### src/rtl/quart_pkg.sv
package quart_pkg;

    localparam int NUM_CH = 4;

    localparam logic [1:0] OFS_BASE = 2'd0;
    localparam logic [1:0] OFS_MASK = 2'd1;
    localparam logic [1:0] OFS_PEND = 2'd2;

    typedef enum logic [1:0] {
        ST_IDLE,
        ST_STROBE,
        ST_ACK,
        ST_HOLD
    } cyc_state_t;

    typedef struct packed {
        logic       uart_hit;
        logic       ctrl_hit;
        logic [1:0] chan;
        logic [1:0] ofs;
    } dec_t;

    function automatic logic [NUM_CH-1:0] chan_onehot(input logic [1:0] c);
        logic [NUM_CH-1:0] v;
        v = '0;
        v[c] = 1'b1;
        return v;
    endfunction

endpackage

### src/rtl/quart_decode.sv
module quart_decode
    import quart_pkg::*;
#(
    parameter int ADDR_W = 24,
    parameter logic [ADDR_W-1:0] CTRL_ADDR = 24'hFFFFF0,
    localparam int BASE_W = ADDR_W - 5
) (
    input  logic [ADDR_W-1:0] addr,
    input  logic              strb_n,
    input  logic [BASE_W-1:0] base,
    output dec_t              dec
);

    logic ctrl_match;
    logic win_match;

    always_comb begin
        ctrl_match   = (addr[ADDR_W-1:2] == CTRL_ADDR[ADDR_W-1:2]);
        win_match    = (base != '0) && (addr[ADDR_W-1:5] == base);
        dec.ctrl_hit = !strb_n && ctrl_match;
        dec.uart_hit = !strb_n && win_match && !ctrl_match;
        dec.chan     = addr[4:3];
        dec.ofs      = addr[1:0];
    end

endmodule

### src/rtl/quart_cfg_regs.sv
module quart_cfg_regs
    import quart_pkg::*;
#(
    parameter int BASE_W = 19,
    parameter int DATA_W = 32
) (
    input  logic              clk,
    input  logic              rst,
    input  logic              wr_en,
    input  logic              rd_en,
    input  logic [1:0]        ofs,
    input  logic [BASE_W-1:0] wdata,
    input  logic [NUM_CH-1:0] irq_lines,
    output logic [BASE_W-1:0] base,
    output logic [NUM_CH-1:0] mask,
    output logic [DATA_W-1:0] rdata
);

    always_ff @(posedge clk) begin
        if (rst) begin
            base  <= '0;
            mask  <= '0;
            rdata <= '0;
        end else begin
            if (wr_en) begin
                case (ofs)
                    OFS_BASE: base <= wdata;
                    OFS_MASK: mask <= wdata[NUM_CH-1:0];
                    default:  ;
                endcase
            end
            if (rd_en) begin
                case (ofs)
                    OFS_BASE: rdata <= DATA_W'(base);
                    OFS_MASK: rdata <= DATA_W'(mask);
                    OFS_PEND: rdata <= DATA_W'(irq_lines);
                    default:  rdata <= '0;
                endcase
            end
        end
    end

endmodule

### src/rtl/quart_cycle_fsm.sv
module quart_cycle_fsm
    import quart_pkg::*;
#(
    parameter int WAIT_STATES = 3,
    localparam int CNT_W = $clog2(WAIT_STATES + 1),
    localparam int LEN_W = $clog2(WAIT_STATES + 2)
) (
    input  logic              clk,
    input  logic              rst,
    input  logic              strb_n,
    input  logic              rw,
    input  dec_t              dec,
    output logic [NUM_CH-1:0] cs_n,
    output logic              rd_n,
    output logic              wr_n,
    output logic              ready,
    output logic              cfg_wr,
    output logic              cfg_rd
);

    localparam logic [CNT_W-1:0] LAST_CNT = CNT_W'(WAIT_STATES - 1);
    localparam logic [LEN_W-1:0] WS_LEN   = LEN_W'(WAIT_STATES);

    cyc_state_t       state;
    logic [CNT_W-1:0] cnt;
    logic [1:0]       chan_q;
    logic             rw_q;
    logic             strobing;

    assign strobing = (state == ST_STROBE);
    assign rd_n     = !(strobing && rw_q);
    assign wr_n     = !(strobing && !rw_q);
    assign ready    = (state == ST_ACK);
    assign cfg_wr   = (state == ST_IDLE) && dec.ctrl_hit && !rw;
    assign cfg_rd   = (state == ST_IDLE) && dec.ctrl_hit && rw;

    for (genvar g = 0; g < NUM_CH; g++) begin : g_cs
        assign cs_n[g] = !(strobing && (chan_q == 2'(g)));
    end

    always_ff @(posedge clk) begin
        if (rst) begin
            state  <= ST_IDLE;
            cnt    <= '0;
            chan_q <= '0;
            rw_q   <= 1'b0;
        end else begin
            case (state)
                ST_IDLE: begin
                    if (dec.uart_hit) begin
                        state  <= ST_STROBE;
                        cnt    <= '0;
                        chan_q <= dec.chan;
                        rw_q   <= rw;
                    end else if (dec.ctrl_hit) begin
                        state <= ST_ACK;
                    end
                end
                ST_STROBE: begin
                    if (cnt == LAST_CNT) state <= ST_ACK;
                    else                 cnt   <= cnt + 1'b1;
                end
                ST_ACK:  state <= strb_n ? ST_IDLE : ST_HOLD;
                ST_HOLD: if (strb_n) state <= ST_IDLE;
                default: state <= ST_IDLE;
            endcase
        end
    end

    logic [LEN_W-1:0] strobe_len;
    always_ff @(posedge clk) begin
        if (rst)           strobe_len <= '0;
        else if (strobing) strobe_len <= strobe_len + 1'b1;
        else               strobe_len <= '0;
    end


    cs_onehot_chk: assert property (@(posedge clk) disable iff (rst)
        $onehot0(~cs_n));


    rd_wr_excl_chk: assert property (@(posedge clk) disable iff (rst)
        !(!rd_n && !wr_n));


    strobe_has_cs_chk: assert property (@(posedge clk) disable iff (rst)
        (!rd_n || !wr_n) |-> !(&cs_n));


    strobe_len_chk: assert property (@(posedge clk) disable iff (rst)
        (ready && $past(strobing)) |-> (strobe_len == WS_LEN));


    ready_pulse_chk: assert property (@(posedge clk) disable iff (rst)
        ready |=> !ready);


    held_strobe_chk: assert property (@(posedge clk) disable iff (rst)
        (ready && !strb_n) |=> ((&cs_n) && !ready));

endmodule

### src/rtl/quart_irq_merge.sv
module quart_irq_merge
    import quart_pkg::*;
(
    input  logic [NUM_CH-1:0] irq_lines,
    input  logic [NUM_CH-1:0] mask,
    output logic              irq_out
);

    assign irq_out = |(irq_lines & mask);

endmodule

### src/rtl/quad_uart_glue.sv
module quad_uart_glue
    import quart_pkg::*;
#(
    parameter int ADDR_W = 24,
    parameter int DATA_W = 32,
    parameter int WAIT_STATES = 3,
    parameter logic [ADDR_W-1:0] CTRL_ADDR = 24'hFFFFF0,
    localparam int BASE_W = ADDR_W - 5
) (
    input  logic              clk,
    input  logic              rst,
    input  logic [ADDR_W-1:0] bus_addr,
    input  logic              bus_strb_n,
    input  logic              bus_rw,
    input  logic [BASE_W-1:0] bus_wdata,
    output logic [DATA_W-1:0] bus_rdata,
    output logic              bus_ready,
    output logic [NUM_CH-1:0] uart_cs_n,
    output logic              uart_rd_n,
    output logic              uart_wr_n,
    input  logic [NUM_CH-1:0] uart_irq,
    output logic              dsp_irq
);

    dec_t              dec;
    logic [BASE_W-1:0] base;
    logic [NUM_CH-1:0] mask;
    logic              cfg_wr;
    logic              cfg_rd;

    quart_decode #(.ADDR_W(ADDR_W), .CTRL_ADDR(CTRL_ADDR)) u_dec (
        .addr   (bus_addr),
        .strb_n (bus_strb_n),
        .base   (base),
        .dec    (dec)
    );

    quart_cycle_fsm #(.WAIT_STATES(WAIT_STATES)) u_fsm (
        .clk    (clk),
        .rst    (rst),
        .strb_n (bus_strb_n),
        .rw     (bus_rw),
        .dec    (dec),
        .cs_n   (uart_cs_n),
        .rd_n   (uart_rd_n),
        .wr_n   (uart_wr_n),
        .ready  (bus_ready),
        .cfg_wr (cfg_wr),
        .cfg_rd (cfg_rd)
    );

    quart_cfg_regs #(.BASE_W(BASE_W), .DATA_W(DATA_W)) u_cfg (
        .clk       (clk),
        .rst       (rst),
        .wr_en     (cfg_wr),
        .rd_en     (cfg_rd),
        .ofs       (dec.ofs),
        .wdata     (bus_wdata),
        .irq_lines (uart_irq),
        .base      (base),
        .mask      (mask),
        .rdata     (bus_rdata)
    );

    quart_irq_merge u_irq (
        .irq_lines (uart_irq),
        .mask      (mask),
        .irq_out   (dsp_irq)
    );


    base_zero_chk: assert property (@(posedge clk) disable iff (rst)
        (base == '0) |-> (&uart_cs_n));


    irq_quiet_chk: assert property (@(posedge clk) disable iff (rst)
        (uart_irq == '0) |-> !dsp_irq);


    mask_quiet_chk: assert property (@(posedge clk) disable iff (rst)
        (mask == '0) |-> !dsp_irq);

endmodule

### config.mk
export PLATFORM = sky130hd
export DESIGN_NAME = quad_uart_glue
export DESIGN_NICKNAME = d
export VERILOG_FILES = /design/src/rtl/quart_pkg.sv /design/src/rtl/quart_decode.sv /design/src/rtl/quart_cfg_regs.sv /design/src/rtl/quart_cycle_fsm.sv /design/src/rtl/quart_irq_merge.sv /design/src/rtl/quad_uart_glue.sv
export SDC_FILE = /design/constraint.sdc
export NUM_CORES = 1
export LEC_CHECK = 0
export ABC_AREA = 0
export CAP_MARGIN = 10
export CORE_MARGIN = 4
export CORE_UTILIZATION = 32
export DETAILED_ROUTE_END_ITERATION = 7
export SLEW_MARGIN = 10
export SYNTH_ARGS = -nofsm -noshare
export SYNTH_HDL_FRONTEND = slang
export SYNTH_SLANG_ARGS = --single-unit
### constraint.sdc
create_clock -name clk -period 3.5 [get_ports clk]
set_clock_uncertainty 0.05 [all_clocks]
set_input_delay 0.35 -clock clk [delete_from_list [all_inputs] [get_ports clk]]
set_output_delay 0.35 -clock clk [all_outputs]
set_load 0.01 [all_outputs]
Word level (Yosys, flattened, before mapping)
Cells that the tools add are included.
Widths: inputs -> output; s select.
{"block": "classes", "order_cmp": 0, "muxes": 10, "div": 0, "n_eq_ne": 16, "multipliers": 0, "reduce_logical": 34, "shifts": 0, "n_bitwise": 1, "addsub": 1}
{"cell": "$pmux 19 s3", "n": 1}
{"cell": "$eq 22x22->1 const B", "n": 1}
{"cell": "$eq 19x19->1", "n": 1}
{"cell": "$reduce_bool 19->1", "n": 1}
{"cell": "$mux 2", "n": 7}
{"cell": "$logic_and 1x1->1", "n": 13}
{"cell": "$eq 2x2->1 const B", "n": 6}
{"cell": "$logic_not 1->1", "n": 10}
{"cell": "$ne 2x2->1 const B", "n": 4}
{"cell": "$pmux 2 s4", "n": 1}
{"cell": "$eq 2x1->1 const B", "n": 3}
{"cell": "$logic_not 2->1", "n": 3}
{"cell": "$reduce_and 2->1", "n": 3}
{"cell": "$reduce_and 3->1", "n": 2}
{"cell": "$and 4x4->4", "n": 1}
{"cell": "$pmux 2 s2", "n": 1}
{"cell": "$reduce_or 4->1", "n": 1}
{"cell": "$ne 3x2->1 const B", "n": 1}
{"cell": "$add 2x1->2 const B", "n": 1}
{"cell": "$reduce_bool 2->1", "n": 1}
{"block": "word_totals", "romBits": 0, "latchBits": 0, "register_bits": 62, "mem_bits_rw": 0, "output_inout_bits": 40, "n_memories": 0, "wordCells": 69, "input_bits": 51}

Longest topological paths before layout
{"block": "depth", "depth_word": 6, "depth_mapped": 7}

Modules after synthesis
From an unflattened synthesis, not the netlist that was laid out.
{"block": "unflattened", "hier_cells": 297, "hier_area_um2": 2526.2}
{"mod": "quart_cfg_regs", "n_inst": 1, "area_per_inst_um2": 1737.9, "seq_area_each_um2": 840.8, "cells_each": 203}
{"mod": "quart_cycle_fsm", "n_inst": 1, "area_per_inst_um2": 426.7, "seq_area_each_um2": 140.1, "cells_each": 45}
{"mod": "quart_decode", "n_inst": 1, "area_per_inst_um2": 342.8, "seq_area_each_um2": 0.0, "cells_each": 46}
{"mod": "quart_irq_merge", "n_inst": 1, "area_per_inst_um2": 18.8, "seq_area_each_um2": 0.0, "cells_each": 3}

Worst setup path after synthesis
No wires, ideal clock.
{"block": "synth_timing", "kind": "input to register", "start": "in bus_addr[3]", "end": "reg u_cfg.base[0]", "stages": 7, "required_time_ns": 3.322, "slack_ns": 1.623, "arrival_ns": 1.700, "setup_ns": 0.128, "path_buffers": 2, "path_cell_list": "nand4b_1 nor4_4 and4_4 buf_12 buf_12 mux2i_1 nor2_1"}
{"block": "synth_via", "elab_chain_cells": 5}
{"item": "from (decl)", "line_no": "quad_uart_glue.sv:12", "source": "input logic [ADDR_W-1:0] bus_addr,"}
{"item": "$eq 22x22->1", "line_no": "quart_decode.sv:18", "source": "ctrl_match = (addr[ADDR_W-1:2] == CTRL_ADDR[ADDR_W-1:2]);"}
{"item": "$logic_and 1x1->1", "line_no": "quart_decode.sv:20", "source": "dec.ctrl_hit = !strb_n && ctrl_match;"}
{"item": "$logic_and 1x1->1 (2 in a row)", "line_no": "quart_cycle_fsm.sv:34", "source": "assign cfg_wr = (state == ST_IDLE) && dec.ctrl_hit && !rw;"}
{"item": "$reduce_and 2->1 (no source line)"}
{"item": "to (signal assigned)", "line_no": "quart_cfg_regs.sv:27", "source": "OFS_BASE: base <= wdata;"}
{"item": "to (decl)", "line_no": "quart_cfg_regs.sv:14", "source": "output logic [BASE_W-1:0] base,"}
Every way passes these cells.
A chain may end at the register's enable or synchronous reset.

Final worst setup path
{"block": "layout_timing", "start": "in bus_addr[22]", "end": "reg u_cfg.rdata[9]"}
{"block": "layout_via", "elab_chain_cells": 4}
{"item": "$eq 22x22->1", "line_no": "quart_decode.sv:18"}
{"item": "$logic_and 1x1->1", "line_no": "quart_decode.sv:20"}
{"item": "$logic_and 1x1->1 (2 in a row)", "line_no": "quart_cycle_fsm.sv:35", "source": "assign cfg_rd = (state == ST_IDLE) && dec.ctrl_hit && rw;"}
{"item": "to (signal assigned)", "line_no": "quart_cfg_regs.sv:34", "source": "OFS_BASE: rdata <= DATA_W'(base);"}
{"item": "to (signal assigned)", "line_no": "quart_cfg_regs.sv:35", "source": "OFS_MASK: rdata <= DATA_W'(mask);"}
{"item": "to (signal assigned)", "line_no": "quart_cfg_regs.sv:36", "source": "OFS_PEND: rdata <= DATA_W'(irq_lines);"}
{"item": "to (decl)", "line_no": "quart_cfg_regs.sv:16", "source": "output logic [DATA_W-1:0] rdata"}
Every way passes these cells.

==> impl_metrics.yaml <==
synth:
  synthTopCellsByArea: "dfxtp_1, mux2i_1, nor2_1"
  yosys-top-cells-count: "dfxtp_1, nor2_1, mux2i_1, nand2_1, a21oi_1"
  yosysTopAreaCellShare_pct: 38.83
  synth_most_common_cell: "dfxtp_1"
  ys.flop_type: "dfxtp_1"
  yosysWarningCount: 0
  ys_seq_elements: 49
  netlist_instances: 282
  synth_xor_area_share_pct: 6.587
  synth_mux_area_share_pct: 10.70
  yosys.area_share.simple_pct: 26.55
  synth_top_family_by_area: "simple AND/OR/NAND/NOR gates"
  yosysUniqueCellTypes: 42
  synth_fa_ha_area_share_pct: 0.4953
  ys_seq_area_share_pct: 38.83
  synth_area_um2: 2526
  syn_area_per_cell_um2: 8.958
  synth_compound_area_share_pct: 8.866
  yosysTopAreaCell: "dfxtp_1"
  async_flop_share_pct: 0
  synth_edf_count: 0
timing:
  slew_headroom_pct: 49.64
  fin_tns_setup_ps: 0
  worst_hold_slack_ps: 410.9
  min_period_ps: 2446
  worst_pin_slew_ps: 755.3
  period_share_pct: 69.88
  hold_viol: 0
  max_freq_mhz: 408.9
  rsz0062_at_grt: "false"
  setup_viol: 0
  timing.final.max_slew_violations: 0
  layout_setup_ws_ps: 1054
clock_network:
  cts_hold_buf: 0
  cts_resized: 0
  cts_inserted_buffers: 5
  root_buffer: "clkbuf_8"
  tritoncts: "done"
  clock_latency_ps: 310
  ctsHtreeMaxLevel: 2
  clk_pin_slew_worst_paths_ps: 100
  cts_buffer_depth: 2
  cts_setup_buffers: 0
  cts.sinks: 49
grt:
  grt_pass1_vias: 2235
  grt_start_max_net_pins: 21
  antenna_found_initial: 0
  grt_overflow_total: 0
  grt_pass1_wl_um: 11490
  grt_use_total_pct: 15.06
setup_path:
  cp_max_fo: 19
  startpoint_type: "input port"
  path_class: "in2reg"
  cp-end-kind: "flip-flop"
  required_ps: 3690
  arrival_ps: 2640
route:
  vias: 2248
  drc_errors: 0
  drt_first_pass_iters: 4
  vias_per_cell: 4.908
  drtAntennaViolNets: 0
  drtIter0Drc: 84
  drt_wl_total_um: 7057
  post_drt_wl_per_cell_um: 15.41
floorplan:
  core_um2: 7687
  fp-row-count: 32
  die_w_um: 96.85
  initial_utilization_pct: 32.86
  dieArea_um2: 9380
  die_y_um: 96.85
  ios: 91
final_layout:
  layout.cells.non_filler: 458
  syn2layout_area_growth_pct: 35.17
  nets: 407
  layout-drive-gt1-share_pct: 5.899
  final_area_um2: 3415
  fill_cells: 771
  diodes: 0
power:
  p_leak_nw: 1.173
  switching_share_pct: 22.95
  peakVddDrop_mv: 0.1642
  comb_power_share_pct: 10.6
  internal_power_w: 0.0008355
  clkPwrFrac_pct: 38.1
  pwr-share-seq_pct: 51.4
  p_switching_w: 0.0002489
  powerDensity_nw_per_um2: 317.6
place:
  port_buffers: 77
  dp_slack_ps: 753.2
  dpl_cell_area_um2: 3302
  place_congestion: 0.8065
  dp_hpwl_um: 5520
  place_inst: 450
min_path:
  min_path_type: "reg2reg"
run_status:
  status: "completed"
run:
  maxCapViolations: 0
worst max-delay path, stage by stage:
cell	delay [ps]
clkdlybuf4s50_1	500
nand4_1	200
nor4_4	480
and4_1	770
nand3_1	150
a21oi_1	180
sequential cells by signal, summed over array words and instances, names as in the netlist:
| name | flops |
|---|---|
| u_cfg.base | 19 |
| u_cfg.mask | 4 |
| u_cfg.rdata | 19 |
| u_fsm.chan_q | 2 |
| u_fsm.cnt | 2 |
| u_fsm.rw_q | 1 |
| u_fsm.state | 2 |
layer usage:
| metal | share of wire (%) | vias up | global-route usage, % |
|---|---|---|---|
| li1 | - | 1121 | - |
| met1 | 43 | 1048 | 18.36 |
| met2 | 50 | 71 | 26.27 |
| met3 | 5.2 | 8 | 3.317 |
| met4 | 1.3 | 0 | 4.752 |
| met5 | 0 | - | 0 |
cells in the final DEF, fill, tap and decap left out, types with 8 or more instances in the layout:
| cell type | instances |
|---|---|
| clkdlybuf4s50_1 | 77 |
| dfxtp_1 | 49 |
| nor2_1 | 30 |
| mux2i_1 | 27 |
| nand2_1 | 21 |
| a21oi_1 | 20 |
| nand3_1 | 18 |
| conb_1 | 13 |
| nand2b_1 | 12 |
| xnor2_1 | 11 |
| xor2_1 | 8 |
metrics by stage:
| step | util (%) | power (W) |
|---|---|---|
| 2_1_floorplan | - | 0.0006178 |
| 3_3_place_gp | 42.95 | 0.0006845 |
| 3_5_place_dp | 42.95 | 0.0006846 |
| 4_1_cts | 44.42 | 0.001094 |
| 5_1_grt | 44.42 | 0.001122 |
| 6_report | 44.42 | 0.001084 |
logic make-up after synthesis:
group / after synthesis
flops: 49
simple gates: 121
xor+xnor: 19
buf+inv: 28
fa+ha+maj: 1
mux: 27
other cells: 1
compound gates: 36
cell type report:
| type | instances | area [um2] | share of cell area [%] |
|---|---|---|---|
| clock inverter | 3 | 43.79 | 1.283 |
| inverter | 2 | 7.507 | 0.2199 |
| clock buffer | 5 | 68.82 | 2.015 |
| tap | 102 | 127.6 | 3.738 |
| multi-input combinational | 217 | 1393 | 40.78 |
| timing repair buffer | 80 | 793.3 | 23.23 |
| sequential | 49 | 980.9 | 28.73 |
final timing paths:
| check | from | endpoint | slack (ps) | depth (start not counted) |
|---|---|---|---|---|
| worst min-delay path | u_cfg.rdata[11] | u_cfg.rdata[11] | 410 | 2 |
| worst max register to register | u_fsm.state[1] | u_cfg.rdata[9] | 1550 | 4 |
| worst min register to register | u_cfg.rdata[11] | u_cfg.rdata[11] | 410 | 2 |
| worst max-delay path | bus_addr[22] | u_cfg.rdata[9] | 1050 | 6 |
power groups by stage:
stage               sequential [W]  combinational, W  clock, W
floorplan                 0.000570         0.0000478         0
global placement          0.000570          0.000114         0
detailed placement        0.000570          0.000115         0
CTS                       0.000557          0.000115  0.000422
global route              0.000557          0.000122  0.000443
finish                    0.000557          0.000115  0.000413
Power figures use the tool's default switching activity.
